$ cat config.mk
export PLATFORM = sky130hd
export DESIGN_NAME = clkdiv16_top
export DESIGN_NICKNAME = d
export VERILOG_FILES = /design/src/rtl/clkdiv16_pkg.sv /design/src/rtl/clkdiv16_regs.sv /design/src/rtl/clkdiv16_counter.sv /design/src/rtl/clkdiv16_top.sv
export SDC_FILE = /design/constraint.sdc
export NUM_CORES = 1
export LEC_CHECK = 0
export CAP_MARGIN = 0
export CORE_UTILIZATION = 46
export DETAILED_ROUTE_END_ITERATION = 8
export PLACE_DENSITY = 0.81
export SYNTH_ARGS = -nofsm -noshare
export SYNTH_HDL_FRONTEND = slang
export SYNTH_SLANG_ARGS = --single-unit
$ cat constraint.sdc
create_clock -name clk -period 3.3 [get_ports clk]
set_input_delay 0.495 -clock clk [delete_from_list [all_inputs] [get_ports clk]]
set_output_delay 0.495 -clock clk [all_outputs]
set_load 0.005 [all_outputs]
$ cat src/rtl/clkdiv16_pkg.sv
package clkdiv16_pkg;
  localparam int RUN_W = 2;
  localparam logic [RUN_W-1:0] RUN_ON = 2'b11;
endpackage

$ cat src/rtl/clkdiv16_regs.sv
module clkdiv16_regs
  import clkdiv16_pkg::*;
#(
  parameter int DIV_W = 16
) (
  input  logic               clk,
  input  logic               rst_n,
  input  logic               wr_en,
  input  logic [2*DIV_W-1:0] wr_data,
  input  logic               en_cmd,
  output logic [DIV_W-1:0]   div_o,
  output logic [RUN_W-1:0]   run_o
);
  localparam int REG_W = 2 * DIV_W;

  logic [DIV_W-1:0] div_q, div_nxt;
  logic [RUN_W-1:0] run_q, run_nxt;

  // Merge write and enable command; enable judges the value in force next.
  always_comb begin
    div_nxt = wr_en ? wr_data[REG_W-1:DIV_W] : div_q;
    run_nxt = wr_en ? wr_data[RUN_W-1:0] : run_q;
    if (en_cmd && (div_nxt >= DIV_W'(2)))
      run_nxt = RUN_ON;
  end

  always_ff @(posedge clk) begin
    if (!rst_n) begin
      div_q <= '0;
      run_q <= '0;
    end else begin
      div_q <= div_nxt;
      run_q <= run_nxt;
    end
  end

  assign div_o = div_q;
  assign run_o = run_q;

  // enable command sets run field, keeps divisor
  p_enable_sets_run_r3: assert property (@(posedge clk) disable iff (!rst_n)
    (en_cmd && !wr_en && div_q >= DIV_W'(2)) |=> (run_q == RUN_ON && $stable(div_q)));

  // enable command below 2 is a no-op
  p_enable_noop_r4: assert property (@(posedge clk) disable iff (!rst_n)
    (en_cmd && !wr_en && div_q < DIV_W'(2)) |=> ($stable(div_q) && $stable(run_q)));

  // combined write and enable with a large divisor
  p_wr_en_same_cycle_r10: assert property (@(posedge clk) disable iff (!rst_n)
    (en_cmd && wr_en && wr_data[REG_W-1:DIV_W] >= DIV_W'(2)) |=> (run_q == RUN_ON));
endmodule

$ cat src/rtl/clkdiv16_counter.sv
module clkdiv16_counter
  import clkdiv16_pkg::*;
#(
  parameter int DIV_W = 16
) (
  input  logic             clk,
  input  logic             rst_n,
  input  logic [DIV_W-1:0] div_i,
  input  logic [RUN_W-1:0] run_i,
  input  logic             reload_i,
  output logic             tick_o,
  output logic             bypass_o
);
  logic [DIV_W-1:0] cnt_q;
  logic             pass;
  logic             active;
  logic             at_end;

  assign pass   = (div_i < DIV_W'(2));
  assign active = !pass && (run_i == RUN_ON);
  assign at_end = (cnt_q == div_i - DIV_W'(1));

  always_ff @(posedge clk) begin
    if (!rst_n)
      cnt_q <= '0;
    else if (reload_i || !active || at_end)
      cnt_q <= '0;
    else
      cnt_q <= cnt_q + DIV_W'(1);
  end

  assign tick_o   = pass || (active && at_end);
  assign bypass_o = pass;

  // counter never runs past the divisor while dividing
  p_cnt_in_range_r7: assert property (@(posedge clk) disable iff (!rst_n)
    active |-> (cnt_q < div_i));

  // the cycle right after a write never carries a divided strobe
  p_reload_gap_r8: assert property (@(posedge clk) disable iff (!rst_n)
    reload_i |=> (bypass_o || !tick_o));
endmodule

$ cat src/rtl/clkdiv16_top.sv
module clkdiv16_top
  import clkdiv16_pkg::*;
#(
  parameter int DIV_W = 16
) (
  input  logic               clk,
  input  logic               rst_n,
  input  logic               wr_en,
  input  logic [2*DIV_W-1:0] wr_data,
  input  logic               en_cmd,
  output logic [2*DIV_W-1:0] rd_data,
  output logic               tick_o,
  output logic               bypass_o
);
  localparam int REG_W = 2 * DIV_W;
  localparam int GAP_W = DIV_W - RUN_W;

  logic [DIV_W-1:0] div_w;
  logic [RUN_W-1:0] run_w;

  clkdiv16_regs #(.DIV_W(DIV_W)) regs_i (
    .clk(clk), .rst_n(rst_n), .wr_en(wr_en), .wr_data(wr_data),
    .en_cmd(en_cmd), .div_o(div_w), .run_o(run_w)
  );

  clkdiv16_counter #(.DIV_W(DIV_W)) cnt_i (
    .clk(clk), .rst_n(rst_n), .div_i(div_w), .run_i(run_w),
    .reload_i(wr_en), .tick_o(tick_o), .bypass_o(bypass_o)
  );

  assign rd_data = {div_w, {GAP_W{1'b0}}, run_w};

  // pass-through strobes every cycle
  p_bypass_tick_r2: assert property (@(posedge clk) disable iff (!rst_n)
    (rd_data[REG_W-1:DIV_W] < DIV_W'(2)) |-> (tick_o && bypass_o));

  // idle divider holds strobe low
  p_idle_hold_r5: assert property (@(posedge clk) disable iff (!rst_n)
    (rd_data[REG_W-1:DIV_W] >= DIV_W'(2) && rd_data[RUN_W-1:0] != RUN_ON) |-> !tick_o);

  // a zero write returns to pass-through
  p_zero_write_r6: assert property (@(posedge clk) disable iff (!rst_n)
    (wr_en && !en_cmd && wr_data == '0) |=> (rd_data == '0 && tick_o));

  // reserved bits read zero
  p_rsvd_zero_r9: assert property (@(posedge clk) disable iff (!rst_n)
    rd_data[DIV_W-1:RUN_W] == '0);
endmodule

After elaboration in Yosys (flattened, before gate mapping)
Index checks and enable logic that the tools add are counted.
{ "totals": {"reg_bits": 34, "latch_bits": 0, "mem_bits_rw": 0, "rom_bits": 0, "input_bits": 36, "word_cells": 23, "mem_count": 0} }
{ "op_classes": {"add_sub_neg": 2, "multipliers": 0, "div": 0, "order_cmp": 2, "n_eq_ne": 2, "n_shift": 0, "n_mux": 3, "bitwise": 1, "n_reduce_logical": 10} }
{ "ops": {"columns": ["cell", "n"], "rows": [
  ["$add A16 B1 Y16 const B", 1],
  ["$eq A16 B16 Y1", 1],
  ["$ge A16 B2 Y1 const B", 1],
  ["$lt A16 B2 Y1 const B", 1],
  ["$mux W16", 1],
  ["$sub A16 B1 Y16 const B", 1],
  ["$mux W2", 2],
  ["$logic_and A1 B1 Y1", 3],
  ["$logic_or A1 B1 Y1", 3],
  ["$eq A2 B2 Y1 const B", 1],
  ["$logic_not A1 Y1", 2],
  ["$reduce_bool A2 Y1", 1],
  ["$reduce_or A2 Y1", 1],
  ["$not A1 Y1", 1]
]} }

Longest topological paths before layout
Gate-level depths: netlist of run 1.
{ "depth": {"ltp_word": 7, "depth_mapped": 9, "depth_no_buf": 8} }

Modules after synthesis
A second synthesis of run 1 with hierarchy kept.
{ "unflattened": {"hier_cells": 259, "hier_area_um2": 2287.2} }
{ "modules_own_cells": {"columns": ["mod", "instances", "cells_each", "area_each_um2", "seq_area_each_um2"], "rows": [
  ["clkdiv16_counter", 1, 168, 1396.3, 320.3],
  ["clkdiv16_regs", 1, 76, 782.0, 360.3],
  ["clkdiv16_top", 1, 15, 108.9, 0.0]
]} }

Worst setup path after synthesis of run 1
OpenSTA, ideal clock, no wires.
{ "synth_timing": {"kind": "register to output", "startpoint": "reg regs_i.div_q[0] (netlist: regs_i.div_o[0])", "endpoint": "out tick_o", "arrival_time_ps": 2388, "required_time_ps": 2805, "path_slack_ps": 417, "stages_incl_launch_ff": 9, "cell_sequence": "dfxtp_1 inv_1 ha_1 or3b_2 nor3_1 mux2_2 a21o_1 or4_1 nand2_1"} }
{ "synth_via": {"elab_chain_cells": 5, "word_cells_on_any_way": 7, "classes_between": "add/sub: 1; order compare: 1; eq/ne: 1; reduce/logical: 4"} }
{ "synth_lines": {"columns": ["element", "line_no", "rtl"], "rows": [
  ["start, declared", "clkdiv16_regs.sv:16", "logic [DIV_W-1:0] div_q, div_nxt;"],
  ["start signal, assigned", "clkdiv16_regs.sv:32", "div_q <= div_nxt;"],
  ["parallel branches: the longest is 4 deep, another holds $sub A16 B1 Y16", null, null],
  ["$logic_or A1 B1 Y1 *", "clkdiv16_counter.sv:32", "assign tick_o = pass || (active && at_end);"],
  ["end, declared", "clkdiv16_top.sv:12", "output logic tick_o,"]
]} }
Mark *: on every way between the ends.

Worst setup path in the final report of run 1
{ "layout_timing": {"startpoint": "reg regs_i.div_q[1] (netlist: regs_i.div_o[1])", "endpoint": "out tick_o"} }
Same word-level chain as after synthesis.

==> run_results.csv, run 1 <==
group,metric,value,unit
logic_synthesis,yosysWarnings,0,
cts,worstSkewPairLatency,0.29,ns
die,core-area,0.00435,mm2
cts,cts.htree.levels,2,
placement,dp_hpwl,3.79,mm
die,row_count,24,
routing,dr_wl_met3,263,um
placement,placed_area,0.00261,mm2
timing,hold_viol_final,0,
logic_synthesis,ys_types,43,
cts,tritoncts,"built",
timing,skew,0.00633,ns
logic_synthesis,synthXorXnorAreaFrac,13.9,%
routing,firstDrtPassIters,4,
logic_synthesis,synth_top_area_cell,"dfxtp_1",
pwr,power.density,385,mW/mm2
final_layout,fin_nets,333,
routing,wl_met2,2.65,mm
logic_synthesis,synth-adder-area-share,1.21,%
logic_synthesis,synth_top_family_by_area,"simple AND/OR/NAND/NOR gates",
logic_synthesis,yosys_most_used_dff,"dfxtp_1",
critical_path,worstPathMaxFanout,4,
logic_synthesis,async_reset_ff_share,0,%
die,ios,70,
global_route,grtUsageTotal,22.2,%
timing,whs,0.564,ns
die,die_w,69.1,um
logic_synthesis,yosysSeqAreaShare,32.9,%
pwr,power,1.08,mW
timing,tightest_slew,0.693,ns
logic_synthesis,synthesis.area,0.00207,mm2
final_layout,regArea,686,um2
final_layout,fin_cells,347,
timing,fmax,0.317,GHz
logic_synthesis,syn_avg_cell_area,8.82,um2
die,die_area,0.00478,mm2
cts,postCtsHoldBufs,0,
logic_synthesis,synth-simple-area-share,27.2,%
job,max-cap-violations,0,
routing,highest_layer,"met4",
die,start_util,47.6,%
global_route,antenna_found_initial,0,
critical_path,required,2.80,ns
die,die_h,69.1,um
final_layout,multi_input_area,0.00133,mm2
logic_synthesis,synth_edf_count,0,
routing,via_count,1878,
cts,numCtsBuffers,5,
logic_synthesis,syn_inst,235,
placement,io_buffers,41,
worst_hold_path,hold_class,"reg2reg",
final_layout,final_util,64.2,%
final_layout,area_growth,34.9,%
status,status,"complete, no violations",
cts,cts.sinks,34,
final_layout,nFillCells,353,
routing,drt-wirelength-per-cell,15.5,um
placement,place_inst,339,
logic_synthesis,synth_mux_area_share,9.72,%
logic_synthesis,synth.top_cell.area_share,32.9,%
timing,fin_crit_sh,95.6,%
global_route,grt_start_max_net_pins,21,
placement,routabilityCongestion,0.769,
logic_synthesis,synth-compound-area-share,6.34,%
logic_synthesis,ys_seq_elements,34,
routing,route.detailed.drc,0,
global_route,gr-total-overflow,0,
timing,grt_setup_unrepaired,"false",
logic_synthesis,synth_most_common_cell,"dfxtp_1",
timing,maxSlewHeadroom,53.4,%
critical_path,crit_type,"reg2out",
routing,viasPerCell,5.41,
critical_path,arrival,2.66,ns
pwr,power.ir.vdd_worst,0.000298,V
timing,setup_viol,0,
critical_path,worst_setup_path_start_kind,"register",
cts,clk_pin_slew,0.07,ns
cts,ctsLongestPathBuffers,2,
critical_path,crit_path_end_kind,"output pin",
global_route,grt_pass1_vias,1788,
routing,wirelength,5.36,mm
final_layout,design_area,0.00280,mm2
pwr,power.leakage,1.10,nW
timing,finalCriticalPeriod,3.16,ns
final_layout,drive_above_1_share,16.3,%
routing,first_iter_violations,50,
cts,root_buffer,"clkbuf_8",
final_layout,diodes,0,
routing,ant_nets,0,
routing,wl_met1,2.40,mm
logic_synthesis,ys_top_cells_by_count,"dfxtp_1 (34), nor3_1 (22), mux2i_1 (19)",
timing,slew_violations,0,
logic_synthesis,synthTopCellsByArea,"dfxtp_1 (33%), mux2i_1 (9.2%), xor2_1 (7.6%), xnor2_1 (6.3%), nor3_1 (5.3%)",
global_route,grt_pass1_wl,8.43,mm
==> cells by family (layout without fill, tap and decap cells) <==
kind of cell / after synthesis / count (layout)
and+or+nand+nor: 97 / 97
DFF: 34 / 34
xor gates and xnor gates: 33 / 33
buffers and inverters: 29 / 76
muxes: 20 / 20
AOI/OAI and AO/OA: 19 / 19
adders and majority gates: 2 / 2
other: 1 / 14
==> metrics by stage <==
stage | TNS, ns | setup slack, ns
5_1_grt | 0 | 0.0772
2_1_floorplan | 0 | 0.417
3_5_place_dp | -0.0118 | -0.0118
6_report | 0 | 0.144
3_3_place_gp | 0 | 0.0218
4_1_cts | 0 | 0.0737
==> path summary, 6_finish.rpt <==
kind,startpoint,endpoint,slack (ns),cells past startpoint
setup reg to reg,regs_i.div_o[1],cnt_i.cnt_q[15],0.79,10
setup / recovery,regs_i.div_o[1],tick_o,0.14,9
hold / removal,regs_i.div_o[14],regs_i.div_o[14],0.56,2
hold reg to reg,regs_i.div_o[14],regs_i.div_o[14],0.56,2
==> layout make-up <==
type / instances / area share (%)
well taps: 52 / 2.33
flip-flops and latches: 34 / 24.5
repair buffers: 65 / 20.9
multi-input cells: 185 / 47.6
clock buffers: 6 / 2.95
clock inverters: 1 / 1.07
inverters: 4 / 0.537
==> worst max-delay path, stage by stage, from the launching register on <==
cell and delay [ns]:
dfxtp_4 0.36, inv_1 0.07, ha_1 0.15, or3b_4 0.41, nor3_4 0.13, mux2_2 0.34, a21o_1 0.19, or4_1 0.50
nand2_1 0.10, clkbuf_2 0.12
==> what timing repair did <==
action                                  in CTS  in global routing
endpoints found under the setup margin       1                  1
resized for setup                           11                  8
pin swaps                                    2                  2
setup buffers                                1                  0
hold endpoints to repair                     0                  0
==> metal layers <==
layer / vias up / global-route usage (%)
met5: - / 0
met4: 0 / 7.71
met3: 4 / 5.56
met2: 68 / 36.7
met1: 880 / 28.0
li1: 926 / -
==> layout by cell type, fill, tap and decap left out, types with 6 or more instances in the layout <==
| cell | instances |
|---|---|
| clkbuf_8 | 6 |
| mux2i_1 | 19 |
| clkdlybuf4s50_1 | 40 |
| xor2_1 | 18 |
| nand2_1 | 12 |
| nor2_1 | 7 |
| nor3_1 | 21 |
| dfxtp_1 | 32 |
| nor2b_1 | 16 |
| buf_4 | 24 |
| nor4_1 | 6 |
| xnor2_1 | 15 |
| conb_1 | 14 |
==> state kept, by name (all words and copies together), names as in the netlist <==
| name | cells |
|---|---|
| cnt_i.cnt_q | 16 |
| regs_i.div_o | 16 |
| regs_i.run_o | 2 |
==> power by group <==
part / switching (mW) / internal [mW]
logic: 0.110 / 0.136
registers: 0.0170 / 0.424
clock network: 0.149 / 0.241
total: 0.275 / 0.802
Power figures use the tool's default switching activity.
==> run 2: changes to the inputs <==
- CAP_MARGIN: 0 -> 10
==> results of run 2 <==
Same layout as run 1: the final DEF is identical, and so are final timing and power.
==> run 3: changes to the inputs <==
- CTS_CLUSTER_DIAMETER: not set -> 40
==> results of run 3 <==
Same layout as run 1: the final DEF is identical, and so are final timing and power.
